File: config.mk
export PLATFORM = sky130hd
export DESIGN_NAME = cb_const_builder
export DESIGN_NICKNAME = d
export VERILOG_FILES = /design/src/rtl/cb_pkg.sv /design/src/rtl/cb_insert_lane.sv /design/src/rtl/cb_sext_lane.sv /design/src/rtl/cb_op_decode.sv /design/src/rtl/cb_const_builder.sv
export SDC_FILE = /design/constraint.sdc
export NUM_CORES = 1
export LEC_CHECK = 0
export BUFFER_PORTS_ARGS = -buffer_cell sky130_fd_sc_hd__buf_2
export CORE_MARGIN = 1
export CORE_UTILIZATION = 44
export DETAILED_ROUTE_END_ITERATION = 10
export GPL_TIMING_DRIVEN = 0
export PLACE_DENSITY = 0.85
export SETUP_SLACK_MARGIN = 0.5
export SYNTH_ARGS = -nofsm -noshare
export SYNTH_HDL_FRONTEND = slang
export SYNTH_SLANG_ARGS = --single-unit
File: constraint.sdc
create_clock -name clk -period 0.9 [get_ports clk]
set_input_delay 0.18 -clock clk [delete_from_list [all_inputs] [get_ports clk]]
set_output_delay 0.18 -clock clk [all_outputs]
set_load 0.03 [all_outputs]
File: src/rtl/cb_pkg.sv
package cb_pkg;

   localparam int CB_OP_W = 3;

   typedef enum logic [CB_OP_W-1:0] {
      CB_INS16   = 3'd0,
      CB_INSN16  = 3'd1,
      CB_ACC22   = 3'd2,
      CB_INIT22  = 3'd3,
      CB_LDFIX25 = 3'd4
   } cb_op_e;

   localparam int CB_NUM_OPS = 5;

   typedef struct packed {
      logic ins;
      logic insn;
      logic acc;
      logic init;
      logic ldfix;
   } cb_sel_t;

endpackage

File: src/rtl/cb_insert_lane.sv
// Shifts a base value left by the literal width and fills the low bits
// with the literal, optionally complemented (field only).
module cb_insert_lane #(
   parameter int XLEN   = 64,
   parameter int LIT_W  = 16,
   parameter bit INVERT = 1'b0
) (
   input  logic [XLEN-1:0]  base,
   input  logic [LIT_W-1:0] lit,
   output logic [XLEN-1:0]  res
);
   localparam int KEEP_W = XLEN - LIT_W;

   generate
      if (LIT_W < 1 || LIT_W >= XLEN) begin : g_bad_width
         $error("cb_insert_lane: LIT_W must lie in 1..XLEN-1");
      end
   endgenerate

   logic [LIT_W-1:0]  lit_eff;
   logic [KEEP_W-1:0] kept;

   generate
      if (INVERT) begin : g_inv
         assign lit_eff = ~lit;
      end else begin : g_pass
         assign lit_eff = lit;
      end
   endgenerate

   assign kept = base[KEEP_W-1:0];
   assign res  = {kept, lit_eff};

   logic unused_top;
   assign unused_top = ^base[XLEN-1:KEEP_W];
endmodule

File: src/rtl/cb_sext_lane.sv
// Sign-extends a literal of width LIT_W to XLEN bits.
module cb_sext_lane #(
   parameter int XLEN  = 64,
   parameter int LIT_W = 22
) (
   input  logic [LIT_W-1:0] lit,
   output logic [XLEN-1:0]  res
);
   generate
      if (LIT_W < 1 || LIT_W > XLEN) begin : g_bad_width
         $error("cb_sext_lane: LIT_W must lie in 1..XLEN");
      end else if (LIT_W == XLEN) begin : g_full
         assign res = lit;
      end else begin : g_ext
         localparam int EXT_W = XLEN - LIT_W;
         assign res = {{EXT_W{lit[LIT_W-1]}}, lit};
      end
   endgenerate
endmodule

File: src/rtl/cb_op_decode.sv
// Turns the operation code into a one-hot lane select plus a legal flag.
module cb_op_decode
   import cb_pkg::*;
(
   input  logic [CB_OP_W-1:0] op,
   output cb_sel_t            sel,
   output logic               legal
);
   always_comb begin
      sel = '0;
      unique case (op)
         CB_INS16:   sel.ins   = 1'b1;
         CB_INSN16:  sel.insn  = 1'b1;
         CB_ACC22:   sel.acc   = 1'b1;
         CB_INIT22:  sel.init  = 1'b1;
         CB_LDFIX25: sel.ldfix = 1'b1;
         default:    sel       = '0;
      endcase
   end

   assign legal = |sel;
endmodule

File: src/rtl/cb_const_builder.sv
module cb_const_builder
   import cb_pkg::*;
#(
   parameter int XLEN      = 64,
   parameter int NARROW_W  = 16,
   parameter int WIDE_W    = 22,
   parameter int LOAD_W    = 25,
   parameter int IMM_W     = 25,
   parameter int RIDX_W    = 5,
   parameter int FIXED_REG = 0
) (
   input  logic                clk,
   input  logic                rst_n,
   input  logic                in_valid,
   input  logic [CB_OP_W-1:0]  in_op,
   input  logic [RIDX_W-1:0]   in_rd,
   input  logic [XLEN-1:0]     in_src,
   input  logic [XLEN-1:0]     in_dst,
   input  logic [IMM_W-1:0]    in_imm,
   output logic                out_valid,
   output logic [RIDX_W-1:0]   out_rd,
   output logic [XLEN-1:0]     out_result
);
   localparam int MAX_LIT = (LOAD_W > WIDE_W) ?
                            ((LOAD_W > NARROW_W) ? LOAD_W : NARROW_W) :
                            ((WIDE_W > NARROW_W) ? WIDE_W : NARROW_W);
   localparam logic [RIDX_W-1:0] FIXED_IDX = RIDX_W'(FIXED_REG);

   generate
      if (IMM_W < MAX_LIT) begin : g_bad_imm
         $error("cb_const_builder: IMM_W narrower than the widest literal");
      end
      if (FIXED_REG < 0 || FIXED_REG >= (1 << RIDX_W)) begin : g_bad_fixed
         $error("cb_const_builder: FIXED_REG outside register index range");
      end
   endgenerate

   cb_sel_t sel;
   logic    legal;

   cb_op_decode u_dec (
      .op    (in_op),
      .sel   (sel),
      .legal (legal)
   );

   logic [XLEN-1:0] r_ins, r_insn, r_acc, r_init, r_ldfix;

   cb_insert_lane #(.XLEN(XLEN), .LIT_W(NARROW_W), .INVERT(1'b0)) u_ins (
      .base (in_src),
      .lit  (in_imm[NARROW_W-1:0]),
      .res  (r_ins)
   );

   cb_insert_lane #(.XLEN(XLEN), .LIT_W(NARROW_W), .INVERT(1'b1)) u_insn (
      .base (in_src),
      .lit  (in_imm[NARROW_W-1:0]),
      .res  (r_insn)
   );

   cb_insert_lane #(.XLEN(XLEN), .LIT_W(WIDE_W), .INVERT(1'b0)) u_acc (
      .base (in_dst),
      .lit  (in_imm[WIDE_W-1:0]),
      .res  (r_acc)
   );

   cb_sext_lane #(.XLEN(XLEN), .LIT_W(WIDE_W)) u_init (
      .lit (in_imm[WIDE_W-1:0]),
      .res (r_init)
   );

   cb_sext_lane #(.XLEN(XLEN), .LIT_W(LOAD_W)) u_ldfix (
      .lit (in_imm[LOAD_W-1:0]),
      .res (r_ldfix)
   );

   // AND-OR select over the one-hot lanes
   logic [XLEN-1:0] result_d;
   always_comb begin
      result_d = ({XLEN{sel.ins}}   & r_ins)
               | ({XLEN{sel.insn}}  & r_insn)
               | ({XLEN{sel.acc}}   & r_acc)
               | ({XLEN{sel.init}}  & r_init)
               | ({XLEN{sel.ldfix}} & r_ldfix);
   end

   logic [RIDX_W-1:0] rd_d;
   assign rd_d = sel.ldfix ? FIXED_IDX : in_rd;

   logic accept;
   assign accept = in_valid & legal;

   always_ff @(posedge clk or negedge rst_n) begin
      if (!rst_n) begin
         out_valid  <= 1'b0;
         out_result <= '0;
         out_rd     <= '0;
      end else begin
         out_valid <= accept;
         if (accept) begin
            out_result <= result_d;
            out_rd     <= rd_d;
         end
      end
   end
endmodule

### After elaboration in Yosys (flattened, before gate mapping)

Cells that the tools add are included.

* bitwise operators: 11
* reduce and logical (&&, ||, !) cells: 2
* equal/unequal tests: 4
* muxes and demuxes: 6

Operators by type and width (number)
* $and 64x64->64: 5
* $or 64x64->64: 4
* $not 16->16: 1
* $eq 3x2->1 const B: 2
* $mux 1: 5
* $mux 5: 1
* $reduce_or 5->1: 1
* $eq 3x1->1 const B: 1
* $eq 3x3->1 const B: 1
* $logic_not 3->1: 1
* $and 1x1->1: 1

* flip-flop bits (word level): 70
* word-level logic and storage cells: 26

### Longest topological paths before layout

Gate-level depths: netlist (run 1).

* word-level depth: 7
* gate-level depth with buffers: 7
* gate-level depth less buffers: 4

### Hierarchy

A second synthesis (run 1) with hierarchy kept.

* cell total of the unflattened synthesis: 728
* area total of the unflattened synthesis: 6527.5 µm²

Modules (own cells, without submodules)
* cb_const_builder: cells each 402, area an instance 4142.7 µm², instances 1
* cb_insert_lane at u_acc ...: cells each 64, area an instance 480.5 µm², instances 2
* cb_sext_lane: cells each 64, area an instance 480.5 µm², instances 2
* cb_insert_lane at u_insn: cells each 64, area an instance 420.4 µm², instances 1
* cb_op_decode: cells each 6, area an instance 42.5 µm², instances 1

### Worst setup path after synthesis (run 1)

Ideal clock, no wire load.

* kind: in2reg
* start point: in in_op[2]
* end point: reg out_result[22]
* data arrival time: 1059 ps
* stages: 4
* data required time: 775 ps
* path slack: -284 ps
* cells stage by stage: buf_4 and3b_1 o32a_1 mux2_4

* longest elaborated chain between the ends: 7

RTL lines
* from (decl): line cb_const_builder.sv:15 `input logic [CB_OP_W-1:0] in_op,`
* $eq 3x1->1 or $logic_not 3->1 (tied branches): line cb_op_decode.sv:11 `unique case (op)`
* $mux 1: line cb_op_decode.sv:11
* $and 64x64->64 (on tied branches): line cb_const_builder.sv:81, cb_const_builder.sv:80
* $or 64x64->64: line cb_const_builder.sv:81 `| ({XLEN{sel.insn}} & r_insn)`
* $or 64x64->64: line cb_const_builder.sv:82 `| ({XLEN{sel.acc}} & r_acc)`
* $or 64x64->64: line cb_const_builder.sv:83 `| ({XLEN{sel.init}} & r_init)`
* $or 64x64->64: line cb_const_builder.sv:84 `| ({XLEN{sel.ldfix}} & r_ldfix);`
* to (signal assigned): line cb_const_builder.sv:101 `out_result <= result_d;`
* to (decl): line cb_const_builder.sv:22 `output logic [XLEN-1:0] out_result`

Several ways; a longest one is shown, not always the timed one.
A chain may end at the register's enable or synchronous reset.

### Final worst setup path (run 1)

* start point: in in_op[1]
* end point: reg out_result[6]

The elaborated chain is that of the path after synthesis.

==> PnR_summary.wiki, run 1 <==
{| class="wikitable"
! Metric !! Value
|-
| P_leak || 3.09 nW
|-
| Worst hold slack across all endpoints || -188 ps
|-
| Vias post-DR || 4358
|-
| Min-Delay Path Class || in -> async
|-
| Library cell occupying the most area in the post-synthesis netlist || sky130_fd_sc_hd__dfrtp_1
|-
| Least-Margin Pin Slew || 662 ps
|-
| Most common library cells after synthesis || sky130_fd_sc_hd__dfrtp_1, sky130_fd_sc_hd__a21oi_1, sky130_fd_sc_hd__nand3b_1, sky130_fd_sc_hd__nand2b_1, sky130_fd_sc_hd__o22a_2
|-
| Setup repair after global routing missed its margin || yes
|-
| Overall routed net length || 16400 microns
|-
| Core Region || 8380 sq um
|-
| Clock root cell || sky130_fd_sc_hd__clkbuf_8
|-
| Max stage delay cell, worst path || sky130_fd_sc_hd__o21ai_0
|-
| Type of the setup path with the least slack || in -> reg
|-
| Detailed Place HPWL || 8380 microns
|-
| Die outline area || 9210 sq um
|-
| Cell depth of the worst flop-to-flop path || 3
|-
| Arrival time of data at the critical path endpoint || 1570 ps
|-
| Category of cells accounting for the largest share of critical-path delay || compound AO/OA/AOI/OAI gates
|-
| Final hold viol count || 70
|-
| Critical path buffer and inverter count || 2
|-
| Total design power || 0.0120 W
|-
| Violations in the final reports || hold timing, setup timing
|-
| Horiz. Die Dim || 96.0 microns
|-
| Setup slack of the worst register-to-register path || -240 ps
|-
| Placed cells || 674
|-
| Proportion of netlist area held by the largest area contributor || 45.1%
|-
| Antenna diode count || 0
|-
| # rows || 33
|-
| Synthesized netlist net count || 541
|-
| Post-layout instance count excluding filler cells || 752
|-
| Number of global-route vias before repair || 4364
|-
| Area taken by flip-flops and latches || 1830 sq um
|-
| Routed Antenna Nets || 0
|-
| Pwr/cell area || 1740 nW/um^2
|-
| Top cells by area, synth || sky130_fd_sc_hd__dfrtp_1, sky130_fd_sc_hd__a21oi_1, sky130_fd_sc_hd__nand3b_1
|-
| Total track usage || 32.2%
|-
| Max clock buf depth || 2
|-
| Number of register bits inferred by synthesis || 70
|-
| Share of flip-flops with an asynchronous set or reset after synthesis || 100%
|-
| DRC violation count after routing || 0
|-
| Final weighted congestion of routability-driven global placement || 0.832
|-
| CP peak stage delay || 560 ps
|-
| Mean post-synth cell area || 10.3 sq um
|-
| Number of flops mapped to enable cells by yosys || 0
|-
| Layout Skew || 0 ps
|-
| Clock tree sinks || 70
|-
| Starting density of the core || 46.3%
|-
| Die Y-Extent || 96.0 microns
|-
| Final WS setup || -381 ps
|-
| Largest net degree at the start of global routing || 71
|-
| Run status || complete, but fails checks
|-
| Max Fanout on Critical Path || 7
|-
| Count of pins on the block boundary || 234
|-
| Clock Latency Late Sink || 360 ps
|-
| Total of warnings raised by yosys || 0
|-
| Iteration-0 DRC Markers || 242
|-
| Period utilisation layout || 142%
|-
| Highest achievable clock rate || 0.781 GHz
|-
| Global-route wire length before repair || 21800 microns
|-
| Clock transition at the registers of the reported paths || 90 ps
|-
| Synthesized instance count || 377
|-
| Worst relative slew slack || 55.4%
|-
| CP endpoint kind || flip-flop
|-
| Post-DR wirelength/cell || 21.8 microns
|-
| Number of H-tree branching levels || 3
|-
| Clock period minus worst slack || 1280 ps
|-
| Data required time at the worst endpoint || 1190 ps
|-
| Number of antenna violations at the first check in global routing || 0
|-
| TritonCTS clock tree || built
|-
| First-pass iteration count of the detailed router || 5
|-
| Kind of start point of the critical path || primary input
|-
| Relative area change from synthesis to final layout || 78.2%
|-
| Combined area of all synthesized cells || 3880 sq um
|-
| Number of library cell types mapped by synthesis || 34
|-
| Share of layout cells above drive strength 1 || 66.3%
|-
| Sum of overflow across all layers after global routing || 0
|-
| Total of buffers placed on input and output ports || 192
|-
| Filler cell count in the final layout || 481
|-
| End of the worst register-to-register path || out_result[11]
|-
| CP cell instances || buf_12 > buf_16 > or2b_1 > o21ai_0 > a221o_1
|-
| Number of buffers inserted during clock tree synthesis || 9
|-
| Max Cap Viol || 0
|-
| Worst IR Drop VDD || 0.995 mV
|-
| Multi-input combinational cell area || 2080 sq um
|-
| Share of the yosys chip area belonging to registers || 45.1%
|-
| Worst R2R Start || out_result[11]
|-
| Count of nets after finishing || 806
|-
| Max Slew Vio Count || 0
|-
| Routed via count divided by cell count || 5.80
|-
| Final setup viols || 102
|-
| Ys flop type || sky130_fd_sc_hd__dfrtp_1
|-
| Cell with the most instances after synthesis || sky130_fd_sc_hd__dfrtp_1
|}
-- cells in the final DEF, fill, tap and decap left out, types with 5 or more instances in the layout --
master / count
sky130_fd_sc_hd__buf_2: 124
sky130_fd_sc_hd__buf_6: 107
sky130_fd_sc_hd__dfrtp_2: 61
sky130_fd_sc_hd__a21oi_1: 56
sky130_fd_sc_hd__nand3b_1: 41
sky130_fd_sc_hd__nand2b_1: 40
sky130_fd_sc_hd__buf_4: 24
sky130_fd_sc_hd__o22a_2: 23
sky130_fd_sc_hd__o22a_1: 17
sky130_fd_sc_hd__a21oi_2: 11
sky130_fd_sc_hd__nand2_1: 11
sky130_fd_sc_hd__buf_8: 10
sky130_fd_sc_hd__clkbuf_8: 10
sky130_fd_sc_hd__xnor2_2: 9
sky130_fd_sc_hd__dfrtp_1: 9
sky130_fd_sc_hd__buf_12: 8
sky130_fd_sc_hd__buf_16: 8
sky130_fd_sc_hd__a31oi_1: 6
sky130_fd_sc_hd__o21ai_1: 5
sky130_fd_sc_hd__o21ai_0: 5
sky130_fd_sc_hd__and3_1: 5
sky130_fd_sc_hd__a221o_1: 5
-- layer usage --
layer | GRT usage, % | vias up | wire (microns)
li1 | - | 1912 | -
met1 | 35.9 | 2110 | 5450
met2 | 57.3 | 276 | 8710
met3 | 6.79 | 60 | 1450
met4 | 17.4 | 0 | 792
met5 | 0 | - | 0
-- cell families after synthesis --
kind of cell / count (synthesis) / synth area share [%]
AOI/OAI and AO/OA: 141 / 25.3
and+or+nand+nor: 112 / 19.4
DFF: 70 / 45.1
buffers and inverters: 41 / 7.02
xor gates and xnor gates: 11 / 2.48
muxes: 2 / 0.773
-- cell type report --
class / count / area share (%)
inverter: 3 / 0.380
buffer: 38 / 5.86
tap: 105 / 1.90
sequential: 70 / 26.4
timing repair buffer: 253 / 31.9
clock inverter: 7 / 1.52
timing repair inverter: 1 / 0.163
multi-input combinational: 266 / 30.1
clock buffer: 9 / 1.79
-- per-stage QoR --
stage	worst slack (ps)	TNS (ps)	cell area [sq um]	utilization, %	hold slack [ps]
detailed placement	-572	-43530	5090	60.7	364
finish	-381	-16810	6920	82.5	-188
CTS	-224	-14390	6610	78.9	-152
floorplan	-245	-14370	3990	-	-116
global route	-388	-19060	6920	82.5	-154
global placement	-842	-91620	5080	60.7	405
-- sequential cells by signal, indices dropped and copies added, names as in the netlist --
| register | cells |
|---|---|
| out_result | 64 |
| out_rd | 5 |
| out_valid | 1 |
-- repair_timing --
item	CTS	global route
cloned	13	0
pin swaps	37	18
endpoints found under the setup margin	210	194
gates resized for setup	242	39
endpoints found under the hold margin	70	70
buffers inserted	30	19
-- power by group --
part,internal (W),total (W),switching [W]
registers,0.00370,0.00414,0.000440
logic,0.00246,0.00484,0.00238
clock network,0.00161,0.00305,0.00145
total,0.00777,0.0120,0.00427
-- how the worst max path moves through the flow --
stage | startpoint | end | depth (start not counted)
after floorplan | in_op[1] | out_result[0] | 7
after detailed placement | in_op[0] | out_result[17] | 6
after CTS | out_result[16] | out_result[16] | 1
final | in_op[1] | out_result[6] | 5
after global routing | out_result[11] | out_result[11] | 1
after global placement | rst_n | out_result[57] | 1
-- worst reg2reg max path, delay by kind of cell (launching register included) --
family,cells,cell delay [ps]
flip-flops,1,520
AO/OA/AOI/OAI,2,310
buffers and inverters,1,180
(Power assumes the default switching activity.)
==> inputs of run 2 (changes only) <==
Settings changed: CORE_MARGIN 1 to 2, CORE_UTILIZATION 44 to 47, PLACE_DENSITY 0.85 to 0.9, SETUP_SLACK_MARGIN 0.5 to 0.1.
Clock period 0.9 ns to 1.6 ns, I/O delays scaled along.
==> run 2 against run 1 <==
Net effect:
- sequential power is 47% lower
- setup slack improved by 740 ps
- routed wire length is 33% lower
- non-clock buffer count is 61 lower
- via count is 14% lower
- clock-buffer cell count is 1 higher
- cell area decreased by 25%
- global-route usage decreased by 8.5 points
- combinational power is 64% lower
- largest cell class is now multi-input combinational cells
- the run now ends clean
==> PnR_summary.wiki, run 2 (synthesis results as in run 1) <==
{| class="wikitable"
! Metric !! Value
|-
| Relative area change from synthesis to final layout || 33.3%
|-
| Post-layout instance count excluding filler cells || 690
|-
| Starting density of the core || 48.0%
|-
| CP peak stage delay || 400 ps
|-
| CP endpoint kind || primary output
|-
| Horiz. Die Dim || 94.9 microns
|-
| Resized cells post-CTS || 0
|-
| Kind of start point of the critical path || flip-flop
|-
| Registers with the highest flip-flop counts || out_result (64), out_rd (5), out_valid (1)
|-
| Number of H-tree branching levels || 3
|-
| Final hold viol count || 0
|-
| First-pass iteration count of the detailed router || 4
|-
| Stages on the worst setup path || 1
|-
| Routed via count divided by cell count || 5.46
|-
| Filler cell count in the final layout || 697
|-
| Least-Margin Pin Slew || 870 ps
|-
| Routed Antenna Nets || 0
|-
| Clock Latency Late Sink || 330 ps
|-
| Clock transition at the registers of the reported paths || 80 ps
|-
| TritonCTS clock tree || built
|-
| Final setup viols || 0
|-
| Commonest non-fill, non-tap cell in the layout || sky130_fd_sc_hd__buf_2
|-
| Count of pins on the block boundary || 234
|-
| DRC violation count after routing || 0
|-
| P_leak || 2.43 nW
|-
| Clock period minus worst slack || 1240 ps
|-
| Run status || finished clean
|-
| Category of cells accounting for the largest share of critical-path delay || flip-flops
|-
| Die Y-Extent || 94.9 microns
|-
| Overall routed net length || 11000 microns
|-
| Highest achievable clock rate || 0.806 GHz
|-
| Min-Delay Path Class || in -> async
|-
| Worst relative slew slack || 42.0%
|-
| Pwr/cell area || 1040 nW/um^2
|-
| Cell depth of the worst flop-to-flop path || 1
|-
| Final weighted congestion of routability-driven global placement || 0.811
|-
| Number of hold-repair buffers added at the cts stage || 0
|-
| Placed cells || 674
|-
| CP cell instances || buf_2
|-
| Post-CTS setup repair buffer count || 0
|-
| Count of nets after finishing || 744
|-
| Critical path buffer and inverter count || 1
|-
| Vias post-DR || 3764
|-
| Total of buffers placed on input and output ports || 192
|-
| Setup repair after global routing missed its margin || no
|-
| Number of global-route vias before repair || 3497
|-
| Max clock buf depth || 2
|-
| Worst IR Drop VDD || 0.521 mV
|-
| Layout Skew || 0 ps
|-
| Global-route wire length before repair || 16600 microns
|-
| Max stage delay cell, worst path || sky130_fd_sc_hd__dfrtp_1
|-
| Total track usage || 23.7%
|-
| Largest Register || out_result
|-
| Largest register FFs || 64
|-
| Type of the setup path with the least slack || reg -> out
|-
| Clock tree sinks || 70
|-
| Largest net degree at the start of global routing || 71
|-
| Setup slack of the worst register-to-register path || 780 ps
|-
| Most used cells in the layout excluding fill and tap cells || sky130_fd_sc_hd__buf_2, sky130_fd_sc_hd__dfrtp_1, sky130_fd_sc_hd__a21oi_1, sky130_fd_sc_hd__nand3b_1, sky130_fd_sc_hd__nand2b_1
|-
| End of the worst register-to-register path || out_result[4]
|-
| Core Region || 8090 sq um
|-
| Period utilisation layout || 77.5%
|-
| Die outline area || 9010 sq um
|-
| Sum of overflow across all layers after global routing || 0
|-
| Critical path startpoint || out_rd[0]
|-
| Arrival time of data at the critical path endpoint || 920 ps
|-
| Crit path to || out_rd[0]
|-
| Max Cap Viol || 0
|-
| # rows || 33
|-
| Antenna diode count || 0
|-
| Max Slew Vio Count || 0
|-
| Data required time at the worst endpoint || 1280 ps
|-
| Number of antenna violations at the first check in global routing || 0
|-
| Max Fanout on Critical Path || 2
|-
| Number of buffers inserted during clock tree synthesis || 9
|-
| Total design power || 0.00539 W
|-
| Share of layout cells above drive strength 1 || 46.2%
|-
| Detailed Place HPWL || 8300 microns
|-
| Iteration-0 DRC Markers || 94
|-
| Post-DR wirelength/cell || 16.0 microns
|-
| Worst R2R Start || out_result[4]
|-
| Clock root cell || sky130_fd_sc_hd__clkbuf_8
|}
run 2: cell types whose count changed in the layout (fill, tap and decap cells not counted), moves of 7 or more:
cell / delta
sky130_fd_sc_hd__buf_6: -95
sky130_fd_sc_hd__buf_2: +82
sky130_fd_sc_hd__dfrtp_1: +61
sky130_fd_sc_hd__dfrtp_2: -61
sky130_fd_sc_hd__buf_4: -21
sky130_fd_sc_hd__a21oi_1: +12
sky130_fd_sc_hd__a21oi_2: -11
sky130_fd_sc_hd__xnor2_1: +11
sky130_fd_sc_hd__buf_8: -10
sky130_fd_sc_hd__xnor2_2: -9
sky130_fd_sc_hd__buf_12: -8
sky130_fd_sc_hd__buf_16: -8
sky130_fd_sc_hd__o21ai_0: +7
run 2: power breakdown:
group	internal [W]	total (W)	leakage (nW)	switching, W
Combinational	0.000671	0.00176	1.50	0.00109
Clock	0.000757	0.00144	0.102	0.000680
Sequential	0.00204	0.00219	0.826	0.000150
Total	0.00347	0.00539	2.43	0.00192
run 2: final cells by class:
class,count,area (sq um),area share (%)
Tap cell,105,131,2.54
Timing Repair Buffer,192,963,18.6
Sequential cell,70,1750,33.8
Inverter,3,13.8,0.266
Buffer,38,259,5.00
Clock buffer,10,138,2.66
Clock inverter,6,61.3,1.18
Multi-Input combinational cell,266,1860,35.9
run 2: per-layer routing:
metal  share of wire (%)  GRT usage, %
met1                  42          29.8
met2                  50          40.6
met3                 7.0          5.27
met4                 1.3          7.61
met5                   0             0
run 2: worst min path at each step:
| stage | from | end | slack, ps | cells after the start |
|---|---|---|---|---|
| floorplan | rst_n | out_rd[0] | 20 | 0 |
| global placement | out_rd[1] | out_rd[1] | 480 | 1 |
| detailed placement | rst_n | out_result[10] | 490 | 1 |
| CTS | rst_n | out_result[10] | 120 | 1 |
| global route | rst_n | out_result[0] | 160 | 1 |
| finish | rst_n | out_result[0] | 90 | 1 |
run 2: metrics by stage:
| stage | area (sq um) | utilization, % | setup TNS, ps | worst slack [ps] | hold slack [ps] |
|---|---|---|---|---|---|
| 4_1_cts | 5180 | 64.0 | 0 | 345 | 116 |
| 6_report | 5180 | 64.0 | 0 | 360 | 85.2 |
| 3_5_place_dp | 4980 | 61.5 | -0.721 | -0.721 | 490 |
| 3_3_place_gp | 4980 | 61.5 | -7530 | -112 | 483 |
| 2_1_floorplan | 3880 | - | 0 | 276 | 24.4 |
| 5_1_grt | 5180 | 64.0 | 0 | 281 | 162 |
